### src/rtl/sg_copy_pkg.sv
package sg_copy_pkg;
    typedef enum logic [2:0] {
        ST_IDLE,
        ST_FETCH,
        ST_CHECK,
        ST_READ,
        ST_WRITE,
        ST_FINISH
    } sg_state_e;

    localparam int STAT_W     = 5;
    localparam int SB_RD_DONE = 0;
    localparam int SB_WR_DONE = 1;
    localparam int SB_RD_ERR  = 2;
    localparam int SB_WR_ERR  = 3;
    localparam int SB_SG_ERR  = 4;
endpackage

### src/rtl/sg_ctrl_decode.sv
module sg_ctrl_decode #(
    parameter int DW    = 32,
    parameter int CNT_W = 18,
    parameter int GRAN  = 256
) (
    input  logic [DW-1:0]    ctrl,
    output logic [CNT_W-1:0] count,
    output logic             last,
    output logic             count_ok
);
    localparam int GRAN_LSB = $clog2(GRAN);

    always_comb begin
        count    = ctrl[CNT_W-1:0];
        last     = ctrl[DW-1];
        count_ok = (count != '0) && (count[GRAN_LSB-1:0] == '0);
    end
endmodule

### src/rtl/sg_status_reg.sv
module sg_status_reg
    import sg_copy_pkg::*;
(
    input  logic              clk,
    input  logic              rst_n,
    input  logic [STAT_W-1:0] set_bits,
    input  logic [STAT_W-1:0] clr_bits,
    output logic [STAT_W-1:0] stat_q
);
    logic [STAT_W-1:0] stat_d;

    always_comb begin
        stat_d = (stat_q & ~clr_bits) | set_bits;
    end

    always_ff @(posedge clk or negedge rst_n) begin
        if (!rst_n) stat_q <= '0;
        else        stat_q <= stat_d;
    end

    for (genvar i = 0; i < STAT_W; i++) begin : g_sticky
        p_sticky_r9: assert property (@(posedge clk) disable iff (!rst_n)
            (stat_q[i] && !clr_bits[i]) |=> stat_q[i]);
    end
endmodule

### src/rtl/sg_copy_engine.sv
module sg_copy_engine
    import sg_copy_pkg::*;
#(
    parameter int AW     = 32,
    parameter int DW     = 32,
    parameter int CNT_W  = 18,
    parameter int GRAN   = 256,
    parameter int REG_AW = 4
) (
    input  logic              clk,
    input  logic              rst_n,
    input  logic              start,
    input  logic              reg_we,
    input  logic [REG_AW-1:0] reg_addr,
    input  logic [DW-1:0]     reg_wdata,
    output logic [DW-1:0]     reg_rdata,
    output logic              busy,
    output logic              irq_done,
    output logic              desc_req,
    output logic [AW-1:0]     desc_addr,
    input  logic              desc_ack,
    input  logic [DW-1:0]     desc_rdata,
    output logic              src_req,
    output logic [AW-1:0]     src_addr,
    input  logic              src_ack,
    input  logic              src_err,
    input  logic [DW-1:0]     src_rdata,
    output logic              dst_req,
    output logic [AW-1:0]     dst_addr,
    output logic [DW-1:0]     dst_wdata,
    input  logic              dst_ack,
    input  logic              dst_err
);
    localparam int BPW         = DW / 8;
    localparam int DESC_WORDS  = 3;
    localparam int DESC_STRIDE = DESC_WORDS * BPW;
    localparam logic [REG_AW-1:0] OFS_BASE = REG_AW'(0);
    localparam logic [REG_AW-1:0] OFS_STAT = REG_AW'(4);

    typedef struct packed {
        sg_state_e        st;
        logic [AW-1:0]    base;
        logic [AW-1:0]    ptr;
        logic [1:0]       widx;
        logic [AW-1:0]    src;
        logic [AW-1:0]    dst;
        logic [DW-1:0]    ctrl;
        logic [CNT_W-1:0] rem;
        logic [DW-1:0]    data;
    } eng_regs_t;

    eng_regs_t r_q, r_d;
    logic [STAT_W-1:0] set_d, clr_d, stat_q;
    logic [CNT_W-1:0]  cnt_w;
    logic              last_w, cnt_ok_w;
    logic              last_word;

    sg_ctrl_decode #(.DW(DW), .CNT_W(CNT_W), .GRAN(GRAN)) u_dec (
        .ctrl     (r_q.ctrl),
        .count    (cnt_w),
        .last     (last_w),
        .count_ok (cnt_ok_w)
    );

    sg_status_reg u_stat (
        .clk      (clk),
        .rst_n    (rst_n),
        .set_bits (set_d),
        .clr_bits (clr_d),
        .stat_q   (stat_q)
    );

    always_comb begin
        r_d       = r_q;
        set_d     = '0;
        clr_d     = '0;
        last_word = (r_q.rem == CNT_W'(BPW));

        if (reg_we && reg_addr == OFS_BASE) r_d.base = reg_wdata[AW-1:0];
        if (reg_we && reg_addr == OFS_STAT) clr_d = reg_wdata[STAT_W-1:0];

        unique case (r_q.st)
            ST_IDLE: begin
                if (start) begin
                    r_d.ptr  = r_q.base;
                    r_d.widx = '0;
                    r_d.st   = ST_FETCH;
                end
            end
            ST_FETCH: begin
                if (desc_ack) begin
                    unique case (r_q.widx)
                        2'd0:    r_d.src  = desc_rdata[AW-1:0];
                        2'd1:    r_d.dst  = desc_rdata[AW-1:0];
                        default: r_d.ctrl = desc_rdata;
                    endcase
                    if (r_q.widx == 2'(DESC_WORDS - 1)) r_d.st = ST_CHECK;
                    else                                r_d.widx = r_q.widx + 2'd1;
                end
            end
            ST_CHECK: begin
                if (!cnt_ok_w) begin
                    set_d[SB_SG_ERR] = 1'b1;
                    r_d.st           = ST_FINISH;
                end else begin
                    r_d.rem = cnt_w;
                    r_d.st  = ST_READ;
                end
            end
            ST_READ: begin
                if (src_ack) begin
                    if (src_err) begin
                        set_d[SB_RD_ERR] = 1'b1;
                        r_d.st           = ST_FINISH;
                    end else begin
                        r_d.data = src_rdata;
                        if (last_word && last_w) set_d[SB_RD_DONE] = 1'b1;
                        r_d.st = ST_WRITE;
                    end
                end
            end
            ST_WRITE: begin
                if (dst_ack) begin
                    if (dst_err) begin
                        set_d[SB_WR_ERR] = 1'b1;
                        r_d.st           = ST_FINISH;
                    end else begin
                        r_d.src = r_q.src + AW'(BPW);
                        r_d.dst = r_q.dst + AW'(BPW);
                        r_d.rem = r_q.rem - CNT_W'(BPW);
                        if (!last_word) begin
                            r_d.st = ST_READ;
                        end else if (last_w) begin
                            set_d[SB_WR_DONE] = 1'b1;
                            r_d.st            = ST_FINISH;
                        end else begin
                            r_d.ptr  = r_q.ptr + AW'(DESC_STRIDE);
                            r_d.widx = '0;
                            r_d.st   = ST_FETCH;
                        end
                    end
                end
            end
            ST_FINISH: r_d.st = ST_IDLE;
            default:   r_d.st = ST_IDLE;
        endcase
    end

    always_ff @(posedge clk or negedge rst_n) begin
        if (!rst_n) begin
            r_q      <= '0;
            r_q.st   <= ST_IDLE;
        end else begin
            r_q <= r_d;
        end
    end

    always_comb begin
        busy      = (r_q.st != ST_IDLE);
        irq_done  = (r_q.st == ST_FINISH);
        desc_req  = (r_q.st == ST_FETCH);
        desc_addr = r_q.ptr + AW'(r_q.widx) * AW'(BPW);
        src_req   = (r_q.st == ST_READ);
        src_addr  = r_q.src;
        dst_req   = (r_q.st == ST_WRITE);
        dst_addr  = r_q.dst;
        dst_wdata = r_q.data;
        if (reg_addr == OFS_BASE)      reg_rdata = DW'(r_q.base);
        else if (reg_addr == OFS_STAT) reg_rdata = DW'(stat_q);
        else                           reg_rdata = '0;
    end

    p_one_port_r12: assert property (@(posedge clk) disable iff (!rst_n)
        $onehot0({desc_req, src_req, dst_req}));
    p_src_hold_r12: assert property (@(posedge clk) disable iff (!rst_n)
        (src_req && !src_ack) |=> (src_req && $stable(src_addr)));
    p_dst_hold_r12: assert property (@(posedge clk) disable iff (!rst_n)
        (dst_req && !dst_ack) |=> (dst_req && $stable(dst_addr) && $stable(dst_wdata)));
    p_done_idle_r5: assert property (@(posedge clk) disable iff (!rst_n)
        irq_done |=> !busy);
    p_bad_count_r3: assert property (@(posedge clk) disable iff (!rst_n)
        (r_q.st == ST_CHECK && !cnt_ok_w) |=> (irq_done && stat_q[SB_SG_ERR]));
    p_src_err_r7: assert property (@(posedge clk) disable iff (!rst_n)
        (src_req && src_ack && src_err) |=> (irq_done && stat_q[SB_RD_ERR]));
    p_dst_err_r8: assert property (@(posedge clk) disable iff (!rst_n)
        (dst_req && dst_ack && dst_err) |=> (irq_done && stat_q[SB_WR_ERR]));
endmodule

### config.mk
export PLATFORM = sky130hd
export DESIGN_NAME = sg_copy_engine
export DESIGN_NICKNAME = d
export VERILOG_FILES = /design/src/rtl/sg_copy_pkg.sv /design/src/rtl/sg_ctrl_decode.sv /design/src/rtl/sg_status_reg.sv /design/src/rtl/sg_copy_engine.sv
export SDC_FILE = /design/constraint.sdc
export NUM_CORES = 1
export LEC_CHECK = 0
export ABC_AREA = 1
export BUFFER_PORTS_ARGS = -buffer_cell sky130_fd_sc_hd__buf_4
export CAP_MARGIN = 20
export CORE_MARGIN = 4
export CORE_UTILIZATION = 47
export CTS_CLUSTER_DIAMETER = 150
export CTS_CLUSTER_SIZE = 10
export DETAILED_ROUTE_END_ITERATION = 16
export MAX_ROUTING_LAYER = met4
export PLACE_DENSITY = 0.74
export SYNTH_ARGS = -nofsm -noshare
export SYNTH_HDL_FRONTEND = slang
export SYNTH_SLANG_ARGS = --single-unit
### constraint.sdc
create_clock -name clk -period 3.67 [get_ports clk]
set_input_delay 0.367 -clock clk [delete_from_list [all_inputs] [get_ports clk]]
set_output_delay 0.367 -clock clk [all_outputs]
set_load 0.01 [all_outputs]
==> Word-level counts from Yosys, hierarchy flattened <==
Index checks and enable logic that the tools add are counted.
{ "totals": {"out_inout_bits": 165, "ff_bits": 220} }
{ "classes": {"bitwise": 5, "n_addsub": 6, "n_mux": 48, "eq_ne": 21, "reduce_logical": 23} }
{ "ops": {"columns": ["cell", "count"], "rows": [
  ["98-bit two-way mux", 3],
  ["32-bit two-way mux", 4],
  ["64-bit one-hot mux with 2 select lines", 1],
  ["34-bit two-way mux", 3],
  ["32-bit by 3-bit adder with 32-bit output, second input constant", 2],
  ["32-bit one-hot mux with 2 select lines", 1],
  ["18-bit two-way mux", 3],
  ["18-bit one-hot mux with 2 select lines", 1],
  ["32-bit by 4-bit adder with 32-bit output", 1],
  ["32-bit by 4-bit adder with 32-bit output, second input constant", 1],
  ["3-bit two-way mux", 9],
  ["18-bit by 3-bit equality test with 1-bit output, second input constant", 1],
  ["1-bit two-way mux", 18],
  ["18-bit nonzero test", 1],
  ["18-bit by 3-bit subtractor with 18-bit output, second input constant", 1],
  ["3-bit one-hot mux with 5 select lines", 1],
  ["5-bit AND reduction", 3],
  ["2-bit by 1-bit inequality test with 1-bit output, second input constant", 7],
  ["5-bit two-way mux", 2],
  ["2-bit inequality test, second input constant", 5],
  ["8-bit logical NOT", 1],
  ["8-bit AND reduction", 1],
  ["3-bit by 2-bit equality test with 1-bit output, second input constant", 2],
  ["3-bit equality test, second input constant", 2],
  ["other kinds (21)", 29]
]} }

==> Longest topological paths before layout <==
{ "depth": {"ltp_word": 7, "ltp_mapped": 13} }

==> Modules after synthesis <==
From an unflattened synthesis, not the netlist that was laid out.
{ "unflattened": {"cells_unflattened": 2025, "hier_area_um2": 14101.0} }
{ "modules_own_cells": {"columns": ["mod", "area_each_um2", "n_inst", "seq_area_each_um2", "cells_each"], "rows": [
  ["sg_copy_engine", 13676.9, 1, 5380.2, 1961],
  ["sg_ctrl_decode", 224.0, 1, 0.0, 39],
  ["sg_status_reg", 200.2, 1, 125.1, 25]
]} }

==> Worst setup path before layout <==
OpenSTA, ideal clock, no wires.
{ "synth_path": {"path_type": "register -> output", "start": "register r_q[146] (netlist name)", "end": "output port desc_addr[30]", "path_slack_ns": 1.552, "stages_incl_launch_ff": 9, "t_arrival_ns": 1.751, "cell_sequence": "dfrtp_1 ha_1 fa_1 inv_1 nor2_1 nand2_1 nor2_1 nand3_1 xor2_1"} }
{ "synth_between": {"elab_chain_len": 1} }
{ "synth_lines": {"columns": ["item", "line", "rtl"], "rows": [
  ["start, declared", "sg_copy_engine.sv:52", "eng_regs_t r_q, r_d;"],
  ["start signal, assigned", "sg_copy_engine.sv:154", "r_q <= r_d;"],
  ["32-bit by 4-bit adder with 32-bit output", "sg_copy_engine.sv:162", "desc_addr = r_q.ptr + AW'(r_q.widx) * AW'(BPW);"],
  ["end, declared", "sg_copy_engine.sv:20", "output logic [AW-1:0] desc_addr,"]
]} }
Every way passes these cells.

==> Worst setup path in the final report <==
{ "layout_path": {"start": "register r_q[146] (netlist name)", "end": "output port desc_addr[18]"} }
The elaborated chain is that of the path after synthesis.

==> flow_metrics.py <==
metrics = {
    "clock_network": {
        "cts_tree": "built",
        "clockBufferDepth": 3,
        "clkSlewWorstSetupHoldPaths_ns": 0.06,
        "clock_sinks": 207,
        "htree_levels": 1,
        "cts_root_buffer": "clkbuf_16",
        "cts_buffers": 24,
        "clk_latency_ns": 0.53,
    },
    "finish": {
        "n_fill_cell": 2701,
        "fin_nets": 2227,
        "regArea_um2": 5180,
        "antenna_cells_inserted": 0,
        "drive_gt1_share_pct": 18.0,
        "area_delta_synth_final_pct": 16.7,
        "multi_input_area_um2": 6560,
        "finalNonFillerCells": 2485,
    },
    "logic_synthesis": {
        "synth_area_leaders": "dfrtp_1 39%, nand2_1 18%, nor2_1 9.2%",
        "syn_nets": 2070,
        "ys_warn_count": 0,
        "synth_cells": 1950,
        "syn-cell-area_um2": 13500,
        "synth_top_area_cell": "dfrtp_1",
        "synth_top_area_share_pct": 38.5,
        "ys_types": 43,
        "ys_ff_latch": 207,
        "syn_avg_cell_area_um2": 6.90,
        "ys_seq_area_share_pct": 38.5,
    },
    "worst_setup_path": {
        "regToRegEndpoint": "dst_addr[24]",
        "timing.rr.start": "r_q[213]",
        "cp-end-kind": "output pin",
        "crit_required_ns": 3.30,
        "worst-path-max-fanout": 5,
        "reg2reg_depth": 10,
        "critPathArrivalTime_ns": 2.73,
        "startpoint_type": "flip-flop",
        "crit_type": "reg2out",
        "cp-startpoint": "r_q[146]",
        "r2r_slack_ns": 0.88,
    },
    "worst_hold_path": {
        "hold_class": "in2reg",
        "min_to": "dst_wdata[2]",
        "holdPathStages": 2,
        "worstHoldStart": "src_rdata[2]",
    },
    "drt": {
        "post_drt_wl_per_cell_um": 16.8,
        "drc": 0,
        "wl_mm": 41.6,
        "ant_nets": 0,
        "avgViaCountPerCell": 5.18,
        "via_count": 12900,
        "drtPass1Iterations": 5,
        "drt_iter0_drc": 965,
    },
    "power_and_ir_drop": {
        "p_per_area_nw_per_um2": 786,
        "irDropWorstVdd_mv": 0.356,
        "p_leak_uw": 0.00794,
    },
    "floorplan": {
        "die-area_um2": 31400,
        "die_x_um": 177,
        "boundaryPins": 274,
        "start_util_pct": 48.0,
        "row_count": 61,
        "core_um2": 28000,
        "die_height_um": 177,
    },
    "timing": {
        "setup_tns_ns": 0,
        "period_share_pct": 84.4,
        "rsz0062_at_grt": "false",
        "skew_ns": 0.0249,
        "worst_pin_slew_ns": 0.880,
        "slew_headroom_pct": 41.3,
        "maxSlewViolCount": 0,
        "setup_violations": 0,
        "fmax_ghz": 0.323,
        "period_needed_ns": 3.10,
        "hold_viol": 0,
    },
    "placed_design": {
        "place.gp.congestion": 0.952,
        "port_buffers": 273,
        "dp_hpwl_mm": 31.7,
        "dp.cells": 2458,
    },
    "grt": {
        "grt_pass1_wl_mm": 65.4,
        "grt_max_degree": 115,
        "grtUsageTotal_pct": 26.6,
        "grt_pass1_vias": 12500,
        "antenna_found_initial": 0,
        "grt_remaining_overflow": 0,
    },
    "run": {
        "maxCapViolCount": 0,
    },
    "run_status": {
        "outcome": "completed",
    },
}
==> worst max path at each step <==
| stage | endpoint |
|---|---|
| 2_1_floorplan | desc_addr[30] |
| 3_3_place_gp | dst_addr[24] |
| 3_5_place_dp | dst_addr[22] |
| 4_1_cts | desc_addr[18] |
| 5_1_grt | desc_addr[18] |
| 6_report | desc_addr[18] |
==> flip-flops by register name, indices dropped and copies added, names as in the netlist <==
| signal | count |
|---|---|
| src_addr | 32 |
| u_stat.stat_q | 5 |
| r_q | 106 |
| dst_addr | 32 |
| dst_wdata | 32 |
==> logic make-up (layout without fill, tap and decap cells) <==
group	count (synthesis)	count (layout)	share of synthesized area [%]
compound gates	215	215	8.39
buf+inv	335	492	12.8
mux	40	40	3.52
flops	207	207	38.5
simple gates	1106	1106	33.4
fa+ha+maj	11	11	1.08
xor+xnor	36	36	2.34
==> layout make-up <==
| cell class | instances | area share (%) |
|---|---|---|
| well taps | 378 | 3.01 |
| clock buffers | 25 | 3.99 |
| flip-flops and latches | 207 | 33.0 |
| repair buffers | 285 | 13.8 |
| inverters | 181 | 4.34 |
| clock inverters | 1 | 0.0319 |
| multi-input cells | 1408 | 41.8 |
==> layer usage <==
metal	vias up	track usage, %	wire [µm]
met3	97	3.70	2750
li1	6317	-	-
met2	451	44.6	19900
met5	-	-	0
met1	6017	33.7	17600
met4	0	8.06	1440
==> synthesized netlist by cell type, drive strengths merged <==
| cell | number |
|---|---|
| nor3b | 1 |
| mux2 | 38 |
| clkbuf | 23 |
| fa | 1 |
| a22o | 3 |
| xor2 | 34 |
| nand4 | 9 |
| ha | 10 |
| o21ai | 116 |
| o211ai | 1 |
| xnor2 | 2 |
| a31oi | 8 |
| o22ai | 7 |
| nor3 | 13 |
| nand2 | 634 |
| or2 | 11 |
| inv | 181 |
| nor2 | 332 |
| and2 | 1 |
| a21oi | 72 |
| buf | 131 |
| a21boi | 4 |
| o31ai | 3 |
| nand3 | 84 |
| dfrtp | 207 |
| o21bai | 1 |
| nand3b | 21 |
| mux2i | 2 |
==> per-stage QoR <==
stage / utilization [%] / worst slack (ns) / cell area [µm²] / hold WS, ns / power, µW
finish: 56.0 / 0.572 / 15700 / 0.0835 / 12300
detailed placement: 53.7 / 0.928 / 15100 / 0.456 / 10200
floorplan: - / 1.55 / 13500 / 0.0714 / 8450
CTS: 56.0 / 0.608 / 15700 / 0.0760 / 12400
global placement: 53.7 / 1.02 / 15100 / 0.451 / 10100
global route: 56.0 / 0.397 / 15700 / 0.0750 / 13300
==> cell usage in the layout (no fill, tap or decap), types with 2 or more instances in the layout <==
cell	netlist	layout
nand2_1	628	627
nor2_1	329	329
buf_4	104	281
dfrtp_1	207	207
inv_1	174	174
o21ai_0	110	110
nand3_1	84	84
a21oi_1	72	72
xor2_1	34	34
mux2_2	31	31
clkbuf_16	0	25
nand3b_1	20	20
or2_2	10	10
ha_1	10	10
nand4_1	9	9
nor3_1	9	9
a31oi_1	8	8
o22ai_1	7	7
mux2_4	7	7
inv_2	7	6
nand2_2	5	6
o21ai_1	6	6
a21boi_0	4	4
o31ai_1	3	3
a22o_1	3	3
nor2_4	2	2
clkinv_2	0	2
nor3_4	2	2
nor3_2	2	2
xnor2_1	2	2
mux2i_1	2	2
buf_12	0	2
==> worst max-delay path, stage by stage (launching register included) <==
cell and delay (ns):
dfrtp_1 0.44, ha_1 0.22, fa_1 0.25, inv_1 0.08, nor2_1 0.29, nand2_1 0.18
nor2_1 0.31, nand3_1 0.14, xor2_1 0.17, buf_4 0.14
==> timing repair <==
item | CTS | global route
buffers inserted | 0 | 0
hold endpoints to repair | 82 | 0
resized for setup | 0 | 0
setup endpoints to repair | 0 | 0
hold buffers | 1 | 0
==> power breakdown <==
| group | switching, µW | internal (µW) |
|---|---|---|
| Sequential | 1140 | 3220 |
| Clock | 924 | 1190 |
| Combinational | 3470 | 2400 |
| Total | 5530 | 6810 |
Power figures use the tool's default switching activity.
